`config.mk`:
```
export PLATFORM = sky130hd
export DESIGN_NAME = gpio_group_irq
export DESIGN_NICKNAME = d
export VERILOG_FILES = /design/src/rtl/gpio_group_pkg.sv /design/src/rtl/gg_sync.sv /design/src/rtl/gg_regs.sv /design/src/rtl/gg_combine.sv /design/src/rtl/gg_trigger.sv /design/src/rtl/gpio_group_irq.sv
export SDC_FILE = /design/constraint.sdc
export NUM_CORES = 1
export LEC_CHECK = 0
export BUFFER_PORTS_ARGS = -buffer_cell sky130_fd_sc_hd__buf_2
export CORE_MARGIN = 4
export CORE_UTILIZATION = 54
export CTS_BUF_LIST = sky130_fd_sc_hd__clkbuf_8
export DETAILED_ROUTE_END_ITERATION = 6
export PLACE_DENSITY_LB_ADDON = 0.3
export SYNTH_ARGS = -nofsm -noshare
export SYNTH_HDL_FRONTEND = slang
export SYNTH_SLANG_ARGS = --single-unit
```
`constraint.sdc`:
```
create_clock -name clk_i -period 1.9 [get_ports clk_i]
set_input_delay 0.19 -clock clk_i [delete_from_list [all_inputs] [get_ports clk_i]]
set_output_delay 0.19 -clock clk_i [all_outputs]
set_load 0.01 [all_outputs]
```
`src/rtl/gpio_group_pkg.sv`:
```
package gpio_group_pkg;
  localparam int CTRL_STAT_BIT = 0;
  localparam int CTRL_ALL_BIT  = 1;
  localparam int CTRL_LVL_BIT  = 2;

  typedef enum logic {COMB_ANY = 1'b0, COMB_ALL = 1'b1} comb_mode_e;
  typedef enum logic {TRIG_EDGE = 1'b0, TRIG_LEVEL = 1'b1} trig_mode_e;

  typedef struct packed {
    trig_mode_e trig;
    comb_mode_e comb;
  } grp_cfg_t;
endpackage

```
`src/rtl/gg_sync.sv`:
```
module gg_sync #(
  parameter int W = 8
) (
  input  logic         clk_i,
  input  logic         rst_ni,
  input  logic [W-1:0] d_i,
  output logic [W-1:0] q_o
);
  logic [W-1:0] s1_q, s2_q;

  always_ff @(posedge clk_i or negedge rst_ni) begin
    if (!rst_ni) begin
      s1_q <= '0;
      s2_q <= '0;
    end else begin
      s1_q <= d_i;
      s2_q <= s1_q;
    end
  end

  assign q_o = s2_q;
endmodule

```
`src/rtl/gg_regs.sv`:
```
module gg_regs
  import gpio_group_pkg::*;
#(
  parameter int NUM_PORTS = 2,
  parameter int PORT_W    = 8,
  parameter int DATA_W    = 8,
  parameter int ADDR_W    = 3
) (
  input  logic                            clk_i,
  input  logic                            rst_ni,
  input  logic                            we_i,
  input  logic [ADDR_W-1:0]               addr_i,
  input  logic [DATA_W-1:0]               wdata_i,
  input  logic                            status_i,
  output grp_cfg_t                        cfg_o,
  output logic [NUM_PORTS-1:0][PORT_W-1:0] pol_o,
  output logic [NUM_PORTS-1:0][PORT_W-1:0] en_o,
  output logic                            clr_o,
  output logic [DATA_W-1:0]               rdata_o
);
  localparam int POL_BASE = 1;
  localparam int EN_BASE  = 1 + NUM_PORTS;

  grp_cfg_t                         cfg_q;
  logic [NUM_PORTS-1:0][PORT_W-1:0] pol_q, en_q;
  logic                             ctrl_sel;

  assign ctrl_sel = (addr_i == '0);

  always_ff @(posedge clk_i or negedge rst_ni) begin
    if (!rst_ni) begin
      cfg_q <= '{trig: TRIG_EDGE, comb: COMB_ANY};
      pol_q <= '0;
      en_q  <= '0;
    end else if (we_i) begin
      if (ctrl_sel) begin
        cfg_q.comb <= comb_mode_e'(wdata_i[CTRL_ALL_BIT]);
        cfg_q.trig <= trig_mode_e'(wdata_i[CTRL_LVL_BIT]);
      end
      for (int p = 0; p < NUM_PORTS; p++) begin
        if (addr_i == ADDR_W'(POL_BASE + p)) pol_q[p] <= wdata_i[PORT_W-1:0];
        if (addr_i == ADDR_W'(EN_BASE + p))  en_q[p]  <= wdata_i[PORT_W-1:0];
      end
    end
  end

  // write-one-to-clear strobe; trigger stage decides whether it applies
  assign clr_o = we_i && ctrl_sel && wdata_i[CTRL_STAT_BIT];

  always_comb begin
    rdata_o = '0;
    if (ctrl_sel) begin
      rdata_o[CTRL_STAT_BIT] = status_i;
      rdata_o[CTRL_ALL_BIT]  = cfg_q.comb;
      rdata_o[CTRL_LVL_BIT]  = cfg_q.trig;
    end
    for (int p = 0; p < NUM_PORTS; p++) begin
      if (addr_i == ADDR_W'(POL_BASE + p)) rdata_o[PORT_W-1:0] = pol_q[p];
      if (addr_i == ADDR_W'(EN_BASE + p))  rdata_o[PORT_W-1:0] = en_q[p];
    end
  end

  assign cfg_o = cfg_q;
  assign pol_o = pol_q;
  assign en_o  = en_q;
endmodule

```
`src/rtl/gg_combine.sv`:
```
module gg_combine
  import gpio_group_pkg::*;
#(
  parameter int NUM_PORTS = 2,
  parameter int PORT_W    = 8
) (
  input  logic [NUM_PORTS-1:0][PORT_W-1:0] pins_i,
  input  logic [NUM_PORTS-1:0][PORT_W-1:0] pol_i,
  input  logic [NUM_PORTS-1:0][PORT_W-1:0] en_i,
  input  comb_mode_e                       mode_i,
  output logic                             hit_o
);
  logic [NUM_PORTS-1:0] port_any, port_all, port_used;

  for (genvar p = 0; p < NUM_PORTS; p++) begin : g_port
    logic [PORT_W-1:0] active;
    assign active       = en_i[p] & ~(pins_i[p] ^ pol_i[p]);
    assign port_any[p]  = |active;
    assign port_all[p]  = &(active | ~en_i[p]);
    assign port_used[p] = |en_i[p];
  end

  always_comb begin
    if (port_used == '0)        hit_o = 1'b0;
    else if (mode_i == COMB_ALL) hit_o = &port_all;
    else                         hit_o = |port_any;
  end
endmodule

```
`src/rtl/gg_trigger.sv`:
```
module gg_trigger
  import gpio_group_pkg::*;
(
  input  logic       clk_i,
  input  logic       rst_ni,
  input  logic       hit_i,
  input  trig_mode_e mode_i,
  input  logic       clr_i,
  output logic       prev_o,
  output logic       status_o
);
  logic prev_q, status_q;

  always_ff @(posedge clk_i or negedge rst_ni) begin
    if (!rst_ni) begin
      prev_q   <= 1'b0;
      status_q <= 1'b0;
    end else begin
      prev_q <= hit_i;
      if (mode_i == TRIG_LEVEL) status_q <= hit_i;
      else                      status_q <= (hit_i & ~prev_q) | (status_q & ~clr_i); // set wins
    end
  end

  assign prev_o   = prev_q;
  assign status_o = status_q;
endmodule

```
`src/rtl/gpio_group_irq.sv`:
```
module gpio_group_irq
  import gpio_group_pkg::*;
#(
  parameter int NUM_PORTS = 2,
  parameter int PORT_W    = 32,
  localparam int DATA_W   = (PORT_W > 3) ? PORT_W : 3,
  localparam int ADDR_W   = $clog2(2 * NUM_PORTS + 1)
) (
  input  logic                        clk_i,
  input  logic                        rst_ni,
  input  logic [NUM_PORTS*PORT_W-1:0] pins_i,
  input  logic                        reg_we_i,
  input  logic [ADDR_W-1:0]           reg_addr_i,
  input  logic [DATA_W-1:0]           reg_wdata_i,
  output logic [DATA_W-1:0]           reg_rdata_o,
  output logic                        irq_o
);
  logic [NUM_PORTS-1:0][PORT_W-1:0] pins_s, pol, en;
  grp_cfg_t cfg;
  logic     clr, hit, hit_prev, status, lvl_mode;

  gg_sync #(.W(NUM_PORTS * PORT_W)) u_sync (
    .clk_i (clk_i),
    .rst_ni(rst_ni),
    .d_i   (pins_i),
    .q_o   (pins_s)
  );

  gg_regs #(
    .NUM_PORTS(NUM_PORTS),
    .PORT_W   (PORT_W),
    .DATA_W   (DATA_W),
    .ADDR_W   (ADDR_W)
  ) u_regs (
    .clk_i   (clk_i),
    .rst_ni  (rst_ni),
    .we_i    (reg_we_i),
    .addr_i  (reg_addr_i),
    .wdata_i (reg_wdata_i),
    .status_i(status),
    .cfg_o   (cfg),
    .pol_o   (pol),
    .en_o    (en),
    .clr_o   (clr),
    .rdata_o (reg_rdata_o)
  );

  gg_combine #(.NUM_PORTS(NUM_PORTS), .PORT_W(PORT_W)) u_comb (
    .pins_i(pins_s),
    .pol_i (pol),
    .en_i  (en),
    .mode_i(cfg.comb),
    .hit_o (hit)
  );

  gg_trigger u_trig (
    .clk_i   (clk_i),
    .rst_ni  (rst_ni),
    .hit_i   (hit),
    .mode_i  (cfg.trig),
    .clr_i   (clr),
    .prev_o  (hit_prev),
    .status_o(status)
  );

  assign lvl_mode = (cfg.trig == TRIG_LEVEL);
  assign irq_o    = status;
endmodule

```
==> out/qor.yml <==
drv_cap: 0
reg2reg_setup_slack_ns: -0.30
rsz0062_at_grt: "yes"
cts-htree-levels: 2
yosysSeqAreaShare_pct: 61.8
period_needed_ns: 2.20
dr.pass1.iters: 5
ys_ff_latch: 260
clkLatencyLatePin_ns: 0.53
antenna_found_initial: 0
grt_max_degree: 66
critical-path-max-stage-delay_ns: 0.55
path_max_fanout: 2
die_w_um: 148
avgSynthCellArea_um2: 12.9
cts_root_buffer: "clkbuf_8"
grt_pass1_wl_um: 53700
setup.worst_path.class: "reg2reg"
power_leakage_nw: 6.75
hold-worst-slack_ns: 0.251
arrival_ns: 2.61
syn_inst: 818
hpwl_um: 23900
grt.total_usage_pct: 32.8
route.detailed.drc: 0
rows: 50
grt-ovfl-total: 0
crit_required_ns: 2.31
syn_nets: 920
powerDensity_mw_per_mm2: 1100
skew_ns: 0.0212
synth_area_mm2: 0.0105
violations: "negative setup slack"
relSlewSlack_pct: 61.2
startpoint: "u_regs.pol_o[1]$_DFFE_PN0P_"
io_pins: 135
cts_sinks: 260
final_cell_area_mm2: 0.0146
clock_path_buffers: 3
yosysWarningCount: 0
crit_chain: "xnor2_1, a22o_1, a221oi_2, nand4_1, or4_1, a22oi_2, o31ai_1"
area_growth_syn_to_layout_pct: 38.6
worstMarginPinSlew_ns: 0.582
reg2reg_from: "u_regs.pol_o[1]$_DFFE_PN0P_"
fp.dieH_um: 148
critical_path_depth: 7
rr_endpoint: "u_trig.status_o$_DFF_PN0_"
dpl.cell_count: 1334
cp-endpoint: "u_trig.status_o$_DFF_PN0_"
cp_slowest_cell: "or4_1"
crit_path_end_kind: "flop"
place_area_mm2: 0.0128
cp-start-kind: "flop"
hold_viol: 0
grt_pass1_vias: 9262
layout_setup_ws_ns: -0.298
period_share_pct: 116
vias: 8611
vias_per_cell: 5.72
r2r_cells: 7
cts_buffers: 41
fmax_mhz: 455
gp_congestion: 1.04
path_clk_slew_ns: 0.07
nets: 1316
status: "finished, violations left"
drive_above_1_share_pct: 37.8
ir_drop_uv: 759
synth_cell_types: 29
fp.dieArea_mm2: 0.0218
drt_iter0_markers: 788
fillers: 1192
wire_per_inst_um: 23.7
port_buffers: 134
slew_viol_final: 0
cts_tree: "built"
min-delay-path-class: "in2async"
ant_nets: 0
diodes: 0
multiInputGateArea_mm2: 0.00373
crit_family: "compound AO/OA/AOI/OAI gates"
core_area_mm2: 0.0190
worst-path-buf-inv: 0
drt-total-wl_um: 35700
start_util_pct: 55.5
regArea_mm2: 0.00651
stdcell_count: 1505
finalSetupViolCount: 2
finalSetupTns_ns: -0.583
state kept, by name (all words and copies together) (netlist names):
register / cells
u_regs.en_o: 64
u_trig.status_o: 1
u_trig.prev_o: 1
u_regs.cfg_o: 2
u_sync.q_o: 64
u_regs.pol_o: 64
u_sync.s1_q: 64
layout make-up:
class	count	share of cell area, %
clock buffers	50	4.72
well taps	260	2.23
repair buffers	388	20.5
inverters	64	1.65
clock inverters	24	0.738
multi-input cells	459	25.6
flip-flops and latches	260	44.6
cell usage in the layout, fill, tap and decap left out, drive strengths merged:
| cell | instances |
|---|---|
| nor4 | 20 |
| nor3 | 2 |
| or4 | 1 |
| dfrtp | 260 |
| clkinv | 8 |
| a221oi | 16 |
| xnor2 | 64 |
| nand3 | 3 |
| mux2i | 32 |
| clkbuf | 50 |
| nor2b | 7 |
| o22ai | 63 |
| a22oi | 33 |
| nor3b | 1 |
| o31ai | 1 |
| buf | 291 |
| a22o | 16 |
| nand3b | 1 |
| clkinvlp | 2 |
| dlygate4sd3 | 97 |
| nor2 | 16 |
| o21ai | 34 |
| nand2 | 37 |
| nand4 | 9 |
| a31oi | 3 |
| inv | 78 |
| mux2 | 97 |
| nand4bb | 1 |
| nand2b | 2 |
per-layer routing:
metal	wire [um]	share of wire, %	global-route usage (%)
met1	14100	40	42.6
met2	16900	48	53.2
met3	3330	9.3	9.38
met4	1280	3.6	11.7
met5	0	0	0
worst min-delay path by stage:
| stage | from | end | cells past startpoint |
|---|---|---|---|
| detailed placement | rst_ni | u_sync.s1_q[1]$_DFF_PN0_ | 1 |
| global placement | rst_ni | u_sync.q_o[4]$_DFF_PN0_ | 1 |
| global route | rst_ni | u_sync.q_o[30]$_DFF_PN0_ | 2 |
| CTS | rst_ni | u_regs.pol_o[32]$_DFFE_PN0P_ | 2 |
| floorplan | rst_ni | u_regs.cfg_o[0]$_DFFE_PN0P_ | 0 |
| finish | rst_ni | u_sync.s1_q[1]$_DFF_PN0_ | 2 |
cell families after synthesis:
kind of cell	synth area share [%]
xor gates and xnor gates	5.33
buffers and inverters	3.56
AOI/OAI and AO/OA	11.2
muxes	13.4
and+or+nand+nor	4.71
DFF	61.8
what timing repair did:
item	in CTS	in global routing
pin swaps	1	4
buffers inserted	0	1
endpoints found under the setup margin	2	6
gates resized for setup	1	5
hold buffers	97	0
hold endpoints to repair	252	0
power by group:
part	switching, mW	internal, mW	leakage (nW)	total [mW]
logic	2.21	2.29	3.20	4.50
registers	0.714	6.29	3.08	7.01
clock network	2.19	2.39	0.466	4.58
total	5.11	11.0	6.75	16.1
worst reg2reg max path: stages, from the launching register on:
cell and delay [ns]:
dfrtp_1 0.39, xnor2_1 0.20, a22o_1 0.30, a221oi_2 0.23, nand4_1 0.14, or4_1 0.55
a22oi_2 0.19, o31ai_1 0.08
metrics by stage:
stage	power (mW)	setup slack, ns	utilization [%]
final	16.1	-0.298	76.9
after global routing	16.7	-0.350	76.9
after CTS	15.9	-0.270	76.8
after detailed placement	11.2	-0.280	67.4
after global placement	11.1	-0.290	67.4
after floorplan	8.87	0.00694	-
cell usage after synthesis, drive strengths merged:
master   number  share of area (%)
dfrtp       260                 62
mux2         97                 10
inv          64                2.3
xnor2        64                5.3
o22ai        63                3.7
nand2        37                1.3
o21ai        34                1.6
a22oi        33                2.4
mux2i        32                3.0
clkbuf       29                1.0
nor4         20                1.2
a221oi       16                1.8
a22o         16                1.3
nor2         16               0.57
nand4         9               0.54
nor2b         7               0.42
buf           6               0.24
a31oi         3               0.18
nand3         3               0.14
nand2b        2               0.12
nor3          2              0.095
nand3b        1              0.071
nand4bb       1               0.11
nor3b         1              0.071
o31ai         1              0.071
or4           1              0.071
Note: power is estimated with default switching activity, not from simulation.
